==> src/rtl/gpio_port_pkg.sv <==
package gpio_port_pkg;

  localparam int unsigned WORD_W = 10;

  // Word indices (byte offset >> 2)
  localparam logic [WORD_W-1:0] W_DIR    = 10'h100;
  localparam logic [WORD_W-1:0] W_SENSE  = 10'h101;
  localparam logic [WORD_W-1:0] W_BOTH   = 10'h102;
  localparam logic [WORD_W-1:0] W_POL    = 10'h103;
  localparam logic [WORD_W-1:0] W_ENA    = 10'h104;
  localparam logic [WORD_W-1:0] W_RAW    = 10'h105;
  localparam logic [WORD_W-1:0] W_MSK    = 10'h106;
  localparam logic [WORD_W-1:0] W_CLR    = 10'h107;
  localparam logic [WORD_W-1:0] W_ALT    = 10'h108;
  localparam logic [WORD_W-1:0] W_PAD0   = 10'h140;
  localparam logic [WORD_W-1:0] W_LOCK   = 10'h148;
  localparam logic [WORD_W-1:0] W_COMMIT = 10'h149;
  localparam logic [WORD_W-1:0] W_IDENT  = 10'h3F4;

  localparam int unsigned PAD_WORDS = 8;
  localparam logic [31:0] UNLOCK_KEY = 32'h0ACC_E551;

  typedef enum logic [2:0] {
    PAD_DRV_LO, PAD_DRV_MID, PAD_DRV_HI, PAD_OPEN_DRAIN,
    PAD_PULL_UP, PAD_PULL_DN, PAD_SLEW, PAD_DIG_EN
  } pad_sel_e;

  function automatic logic [7:0] ident_byte(input logic [3:0] idx);
    case (idx)
      4'd4:    ident_byte = 8'h61;
      4'd5:    ident_byte = 8'h10;
      4'd6:    ident_byte = 8'h04;
      4'd8:    ident_byte = 8'h0D;
      4'd9:    ident_byte = 8'hF0;
      4'd10:   ident_byte = 8'h05;
      4'd11:   ident_byte = 8'hB1;
      default: ident_byte = 8'h00;
    endcase
  endfunction

endpackage

==> src/rtl/gpio_sync.sv <==
module gpio_sync #(
  parameter int unsigned WIDTH  = 8,
  parameter int unsigned STAGES = 2
) (
  input  logic             clk,
  input  logic             rst_n,
  input  logic [WIDTH-1:0] async_in,
  output logic [WIDTH-1:0] sync_out
);

  logic [WIDTH-1:0] stg_q [STAGES];

  for (genvar s = 0; s < STAGES; s++) begin : g_stage
    logic [WIDTH-1:0] stg_d;
    if (s == 0) begin : g_first
      assign stg_d = async_in;
    end else begin : g_next
      assign stg_d = stg_q[s-1];
    end
    always_ff @(posedge clk or negedge rst_n) begin
      if (!rst_n) stg_q[s] <= '0;
      else        stg_q[s] <= stg_d;
    end
  end

  assign sync_out = stg_q[STAGES-1];

endmodule

==> src/rtl/gpio_event_unit.sv <==
module gpio_event_unit #(
  parameter int unsigned WIDTH = 8
) (
  input  logic             clk,
  input  logic             rst_n,
  input  logic [WIDTH-1:0] level,
  input  logic [WIDTH-1:0] is_output,
  input  logic [WIDTH-1:0] sense_lvl,
  input  logic [WIDTH-1:0] both_edges,
  input  logic [WIDTH-1:0] polarity,
  input  logic [WIDTH-1:0] clear_bits,
  output logic [WIDTH-1:0] raw_status
);

  logic [WIDTH-1:0] prev_q, raw_q, raw_d;
  logic [WIDTH-1:0] rise, fall, edge_hit, lvl_hit, event_hit;

  always_comb begin
    rise      = level & ~prev_q;
    fall      = ~level & prev_q;
    edge_hit  = (both_edges & (rise | fall)) |
                (~both_edges & ((polarity & rise) | (~polarity & fall)));
    lvl_hit   = ~(level ^ polarity);
    event_hit = ~is_output & ((sense_lvl & lvl_hit) | (~sense_lvl & edge_hit));
    raw_d     = (raw_q & ~clear_bits) | event_hit;
  end

  always_ff @(posedge clk or negedge rst_n) begin
    if (!rst_n) begin
      prev_q <= '0;
      raw_q  <= '0;
    end else begin
      prev_q <= level;
      raw_q  <= raw_d;
    end
  end

  assign raw_status = raw_q;

endmodule

==> src/rtl/gpio_port_ctrl.sv <==
module gpio_port_ctrl
  import gpio_port_pkg::*;
#(
  parameter int unsigned N_PINS      = 8,
  parameter int unsigned SYNC_STAGES = 2
) (
  input  logic              clk,
  input  logic              rst_n,
  input  logic              psel,
  input  logic              penable,
  input  logic              pwrite,
  input  logic [11:0]       paddr,
  input  logic [31:0]       pwdata,
  output logic [31:0]       prdata,
  input  logic [N_PINS-1:0] pin_in,
  output logic [N_PINS-1:0] pin_out,
  output logic              irq
);

  localparam int unsigned MSB = N_PINS - 1;

  logic [WORD_W-1:0] word;
  logic              wr_en, in_aperture;
  logic [MSB:0]      amask, wdat, sync_in;
  logic              unused_addr_lsb;

  assign word            = paddr[11:2];
  assign wr_en           = psel & penable & pwrite;
  assign amask           = paddr[N_PINS+1:2];
  assign in_aperture     = (paddr[11:10] == 2'b00);
  assign wdat            = pwdata[MSB:0];
  assign unused_addr_lsb = ^paddr[1:0];

  logic [MSB:0] data_q, dir_q, sense_q, both_q, pol_q, ena_q, alt_q, cr_q;
  logic [MSB:0] data_d, dir_d, sense_d, both_d, pol_d, ena_d, alt_d, cr_d;
  logic [MSB:0] clr_bits, raw_q;
  logic         locked_q, locked_d;
  logic [MSB:0] pad_q [PAD_WORDS];

  gpio_sync #(.WIDTH(N_PINS), .STAGES(SYNC_STAGES)) u_sync (
    .clk(clk), .rst_n(rst_n), .async_in(pin_in), .sync_out(sync_in)
  );

  gpio_event_unit #(.WIDTH(N_PINS)) u_events (
    .clk(clk), .rst_n(rst_n), .level(sync_in), .is_output(dir_q),
    .sense_lvl(sense_q), .both_edges(both_q), .polarity(pol_q),
    .clear_bits(clr_bits), .raw_status(raw_q)
  );

  // Next-state logic
  always_comb begin
    data_d   = (data_q & dir_q) | (sync_in & ~dir_q);
    dir_d    = dir_q;
    sense_d  = sense_q;
    both_d   = both_q;
    pol_d    = pol_q;
    ena_d    = ena_q;
    alt_d    = alt_q;
    cr_d     = cr_q;
    locked_d = locked_q;
    clr_bits = '0;
    if (wr_en && in_aperture) begin
      data_d = (data_d & ~(amask & dir_q)) | (wdat & amask & dir_q);
    end else if (wr_en) begin
      case (word)
        W_DIR:    dir_d    = wdat;
        W_SENSE:  sense_d  = wdat;
        W_BOTH:   both_d   = wdat;
        W_POL:    pol_d    = wdat;
        W_ENA:    ena_d    = wdat;
        W_CLR:    clr_bits = wdat;
        W_ALT:    alt_d    = (alt_q & ~cr_q) | (wdat & cr_q);
        W_LOCK:   locked_d = (pwdata != UNLOCK_KEY);
        W_COMMIT: if (!locked_q) cr_d = wdat;
        default:  ;
      endcase
    end
  end

  // State registers
  always_ff @(posedge clk or negedge rst_n) begin
    if (!rst_n) begin
      data_q   <= '0;
      dir_q    <= '0;
      sense_q  <= '0;
      both_q   <= '0;
      pol_q    <= '0;
      ena_q    <= '0;
      alt_q    <= '0;
      cr_q     <= '1;
      locked_q <= 1'b1;
    end else begin
      data_q   <= data_d;
      dir_q    <= dir_d;
      sense_q  <= sense_d;
      both_q   <= both_d;
      pol_q    <= pol_d;
      ena_q    <= ena_d;
      alt_q    <= alt_d;
      cr_q     <= cr_d;
      locked_q <= locked_d;
    end
  end

  // Pad-control storage words, one per select value
  for (genvar p = 0; p < PAD_WORDS; p++) begin : g_pad
    logic pad_we;
    assign pad_we = wr_en && !in_aperture && (word == W_PAD0 + WORD_W'(p));
    always_ff @(posedge clk or negedge rst_n) begin
      if (!rst_n)      pad_q[p] <= '0;
      else if (pad_we) pad_q[p] <= wdat;
    end
  end

  // Read decode
  always_comb begin
    prdata = '0;
    if (in_aperture) begin
      prdata[MSB:0] = data_q & amask;
    end else if (word >= W_IDENT) begin
      prdata[7:0] = ident_byte(word[3:0] - 4'd4);
    end else if (word[WORD_W-1:3] == W_PAD0[WORD_W-1:3]) begin
      prdata[MSB:0] = pad_q[word[2:0]];
    end else begin
      case (word)
        W_DIR:    prdata[MSB:0] = dir_q;
        W_SENSE:  prdata[MSB:0] = sense_q;
        W_BOTH:   prdata[MSB:0] = both_q;
        W_POL:    prdata[MSB:0] = pol_q;
        W_ENA:    prdata[MSB:0] = ena_q;
        W_RAW:    prdata[MSB:0] = raw_q;
        W_MSK:    prdata[MSB:0] = raw_q & ena_q;
        W_ALT:    prdata[MSB:0] = alt_q;
        W_LOCK:   prdata[0]     = locked_q;
        W_COMMIT: prdata[MSB:0] = cr_q;
        default:  ;
      endcase
    end
  end

  assign pin_out = (data_q & dir_q) | ~dir_q;
  assign irq     = |(raw_q & ena_q);

endmodule

==> config.mk <==
export PLATFORM = sky130hd
export DESIGN_NAME = gpio_port_ctrl
export DESIGN_NICKNAME = d
export VERILOG_FILES = /design/src/rtl/gpio_port_pkg.sv /design/src/rtl/gpio_sync.sv /design/src/rtl/gpio_event_unit.sv /design/src/rtl/gpio_port_ctrl.sv
export SDC_FILE = /design/constraint.sdc
export NUM_CORES = 1
export LEC_CHECK = 0
export BUFFER_PORTS_ARGS = -buffer_cell sky130_fd_sc_hd__buf_2
export CAP_MARGIN = 5
export CORE_ASPECT_RATIO = 1.25
export CORE_UTILIZATION = 59
export CTS_CLUSTER_DIAMETER = 60
export DETAILED_ROUTE_END_ITERATION = 16
export HOLD_SLACK_MARGIN = 0.1
export PLACE_DENSITY_LB_ADDON = 0.2
export SYNTH_ARGS = -nofsm -noshare
export SYNTH_HDL_FRONTEND = slang
export SYNTH_SLANG_ARGS = --single-unit
==> constraint.sdc <==
create_clock -name clk -period 2.35 [get_ports clk]
set_input_delay 0.235 -clock clk [delete_from_list [all_inputs] [get_ports clk]]
set_output_delay 0.235 -clock clk [all_outputs]
set_load 0.02 [all_outputs]
==> flow_summary_export.csv <==
group,metric,value,unit
hold_path,worstHoldEndpoint,"locked_q",
yosys,synthTopCellsByArea,"dfrtp_1 (45%), mux2_2 (15%), mux4_2 (4.8%), dfstp_2 (2.8%), nand2_1 (2.6%)",
power_and_ir_drop,comb_power_share,8.8,%
yosys,synth_top_area_share,45.0,%
global_route,grt_pass1_wl,34600,um
hold_path,min_path_cells,4,
clock_network,cts-htree-levels,4,
clock_network,cts_buffer_depth,2,
critical_path,crit_required,2120,ps
global_route,grt_max_degree,68,
layout,fin_area,0.0104,sq mm
placement,port_buffers,71,
yosys,yosysSeqAreaShare,47.8,%
die,fp.dieH,136,um
power_and_ir_drop,peakVddDrop,0.445,mV
power_and_ir_drop,switchingPower,1.49,mW
yosys,synth.most_common_cell,"dfrtp_1",
sta,fin_ws,-58.0,ps
run_status,violations,"setup timing",
global_route,grtUsageTotal,31.8,%
routing,vias_per_cell,6.04,
layout,largest_reg_flops,64,
routing,remaining_drc_errors,0,
layout,area_growth,23.3,%
sta,clock_skew,6.25,ps
yosys,ys_ff_latch,161,
yosys,synth-edff-count,0,
yosys,synth_commonest_cells,"dfrtp_1 (152), mux2_2 (116), nand2_1 (58)",
critical_path,crit_path_end_kind,"primary output",
routing,drt-pass1-iter-count,8,
layout,top_register,"pad_q",
routing,num_vias,6287,
sta,clock.fmax,0.415,GHz
yosys,async_flop_share,100,%
yosys,yosys_warnings,0,
clock_network,cts_sinks,161,
clock_network,clock_latency,430,ps
power_and_ir_drop,leakage,4.98,nW
power_and_ir_drop,intPower,4.64,mW
global_route,first_global_vias,6526,
critical_path,r2r-end,"u_events.raw_status[2]",
layout,drive_gt1_share,43.2,%
yosys,synth_top_cell_by_area,"dfrtp_1",
clock_network,clk_pin_slew,60,ps
sta,setup_viol,2,
global_route,grt_overflow_total,0,
hold_path,hold_start,"pwdata[13]",
layout,diodes,0,
die,num_rows,48,
yosys,synth_top_flop_cell,"dfrtp_1",
critical_path,reg2regPathDepth,7,
power_and_ir_drop,p_seq_share,46.3,%
clock_network,cts_tree,"done",
sta,rsz0062_at_grt,"yes",
yosys,syn_area,0.00845,sq mm
sta,slew_violations,0,
global_route,grt_antenna_before_repair,0,
clock_network,cts.root.buffer_cell,"clkbuf_16",
run,maxCapViolCount,0,
routing,drtIter0Drc,375,
routing,ant_nets,0,
critical_path,regToRegStartpoint,"u_sync.sync_out[2]",
layout,utilization,75.1,%
critical_path,crit_fanout,6,
placement,place_area,0.00946,sq mm
placement,hpwl,15600,um
critical_path,worstPathArrival,2170,ps
yosys,post_synth.cell_area_avg,12.0,sq um
routing,drt-wirelength-per-cell,21.0,um
power_and_ir_drop,swShare,24.3,%
sta,worst_pin_slew,919,ps
die,die_area,0.0148,sq mm
critical_path,rrSetupSlack,850,ps
die,dieWidth,109,um
layout,finalNetCount,926,
die,core,0.0139,sq mm
hold_path,hold_path_class,"in -> reg",
clock_network,cts_made_buffers,17,
routing,wirelength,21800,um
sta,min_period,2410,ps
die,start_util,60.9,%
sta,relSlewSlack,37.9,%
power_and_ir_drop,p_per_area,588,mW/mm^2
sta,finalHoldViolCount,0,
yosys,synth_cell_types,56,
yosys,synth_cells,706,
die,ios,98,
critical_path,path_class,"in -> out",
power_and_ir_drop,p_clk_share,44.9,%
run_status,status,"finished, violations left",
critical_path,start_kind,"primary input",
placement,place.gp.congestion,0.978,
sta,period_share,102,%
==> critical path: stages <==
cell,delay (ps)
buf_6,100
or4b_4,540
buf_6,150
nor3b_4,270
buf_4,180
nand3_1,120
a21o_1,220
a31oi_2,190
buf_4,170
==> layout by cell type, fill, tap and decap left out, drive strengths merged, types with 4 or more instances in the layout <==
cell type    instances
xnor2                9
conb                24
and3                 8
ha                  16
a211oi              20
nor4bb               6
nand4                6
nor3                 7
o22ai                4
a31oi                5
nor4                 4
a22oi                6
buf                153
nor2                32
nor2b               13
clkbuf              21
nand2               58
clkinv               6
dlygate4sd3          9
mux2i               17
nand2b              10
dfrtp              152
a21oi               30
mux2               121
dfstp                9
a32oi                4
mux4                18
nand3               21
inv                 22
o2bb2ai              8
o21ai               13
==> routing by layer <==
| layer | vias to the layer above | wire [um] | global-route usage, % |
|---|---|---|---|
| li1 | 2831 | - | - |
| met1 | 3168 | 8690 | 40.2 |
| met2 | 230 | 11200 | 52.4 |
| met3 | 58 | 1130 | 5.72 |
| met4 | 0 | 781 | 15.0 |
| met5 | - | 0 | 0 |
==> cell type report <==
cell class / count / area, sq um
multi-input cells: 491 / 4280
well taps: 175 / 219
flip-flops and latches: 161 / 4040
clock buffers: 20 / 457
clock inverters: 12 / 131
inverters: 19 / 71.3
fillers: 937 / 3450
repair buffers: 163 / 1220
==> metrics by stage <==
step                setup slack (ps)  setup TNS [ps]  cells  hold slack, ps  power [mW]
finish                         -58.0           -79.5   1041             189        6.13
global placement                -168           -6950    992             148        3.37
detailed placement              -202           -8460    992             158        3.39
global route                    -119            -239   1041             226        6.32
CTS                            -61.3            -161   1038             187        6.14
floorplan                       16.5               0    729           -60.6        3.16
==> power by group through the flow <==
| stage | Sequential [mW] | Clock (mW) | Combinational, mW |
|---|---|---|---|
| global route | 2.84 | 2.89 | 0.588 |
| finish | 2.84 | 2.75 | 0.539 |
| floorplan | 2.88 | 0 | 0.282 |
| detailed placement | 2.89 | 0 | 0.501 |
| CTS | 2.84 | 2.78 | 0.528 |
| global placement | 2.89 | 0 | 0.487 |
==> kinds of logic (layout without fill, tap and decap cells) <==
logic type,after synthesis,after routing,share of synthesized area (%)
simple gates,178,178,12.7
mux,156,156,22.9
compound gates,108,108,8.58
fa+ha+maj,16,16,2.37
other cells,1,24,0.0444
buf+inv,77,214,4.56
xor+xnor,9,9,0.933
flops,161,161,47.8
==> repair_timing <==
action,in CTS,in global routing
pin swaps,14,6
hold endpoints to repair,68,0
endpoints found under the setup margin,8,8
gates resized for setup,35,16
hold buffers,9,0
buffers inserted,5,3
gates cloned,0,0
==> worst max-delay path by stage <==
stage	start	end
finish	paddr[7]	prdata[0]
global route	paddr[7]	prdata[0]
floorplan	paddr[6]	prdata[2]
detailed placement	paddr[6]	prdata[2]
CTS	pad_q[32]	prdata[0]
global placement	paddr[6]	prdata[1]
No activity file was read; power rests on OpenSTA's default activity.
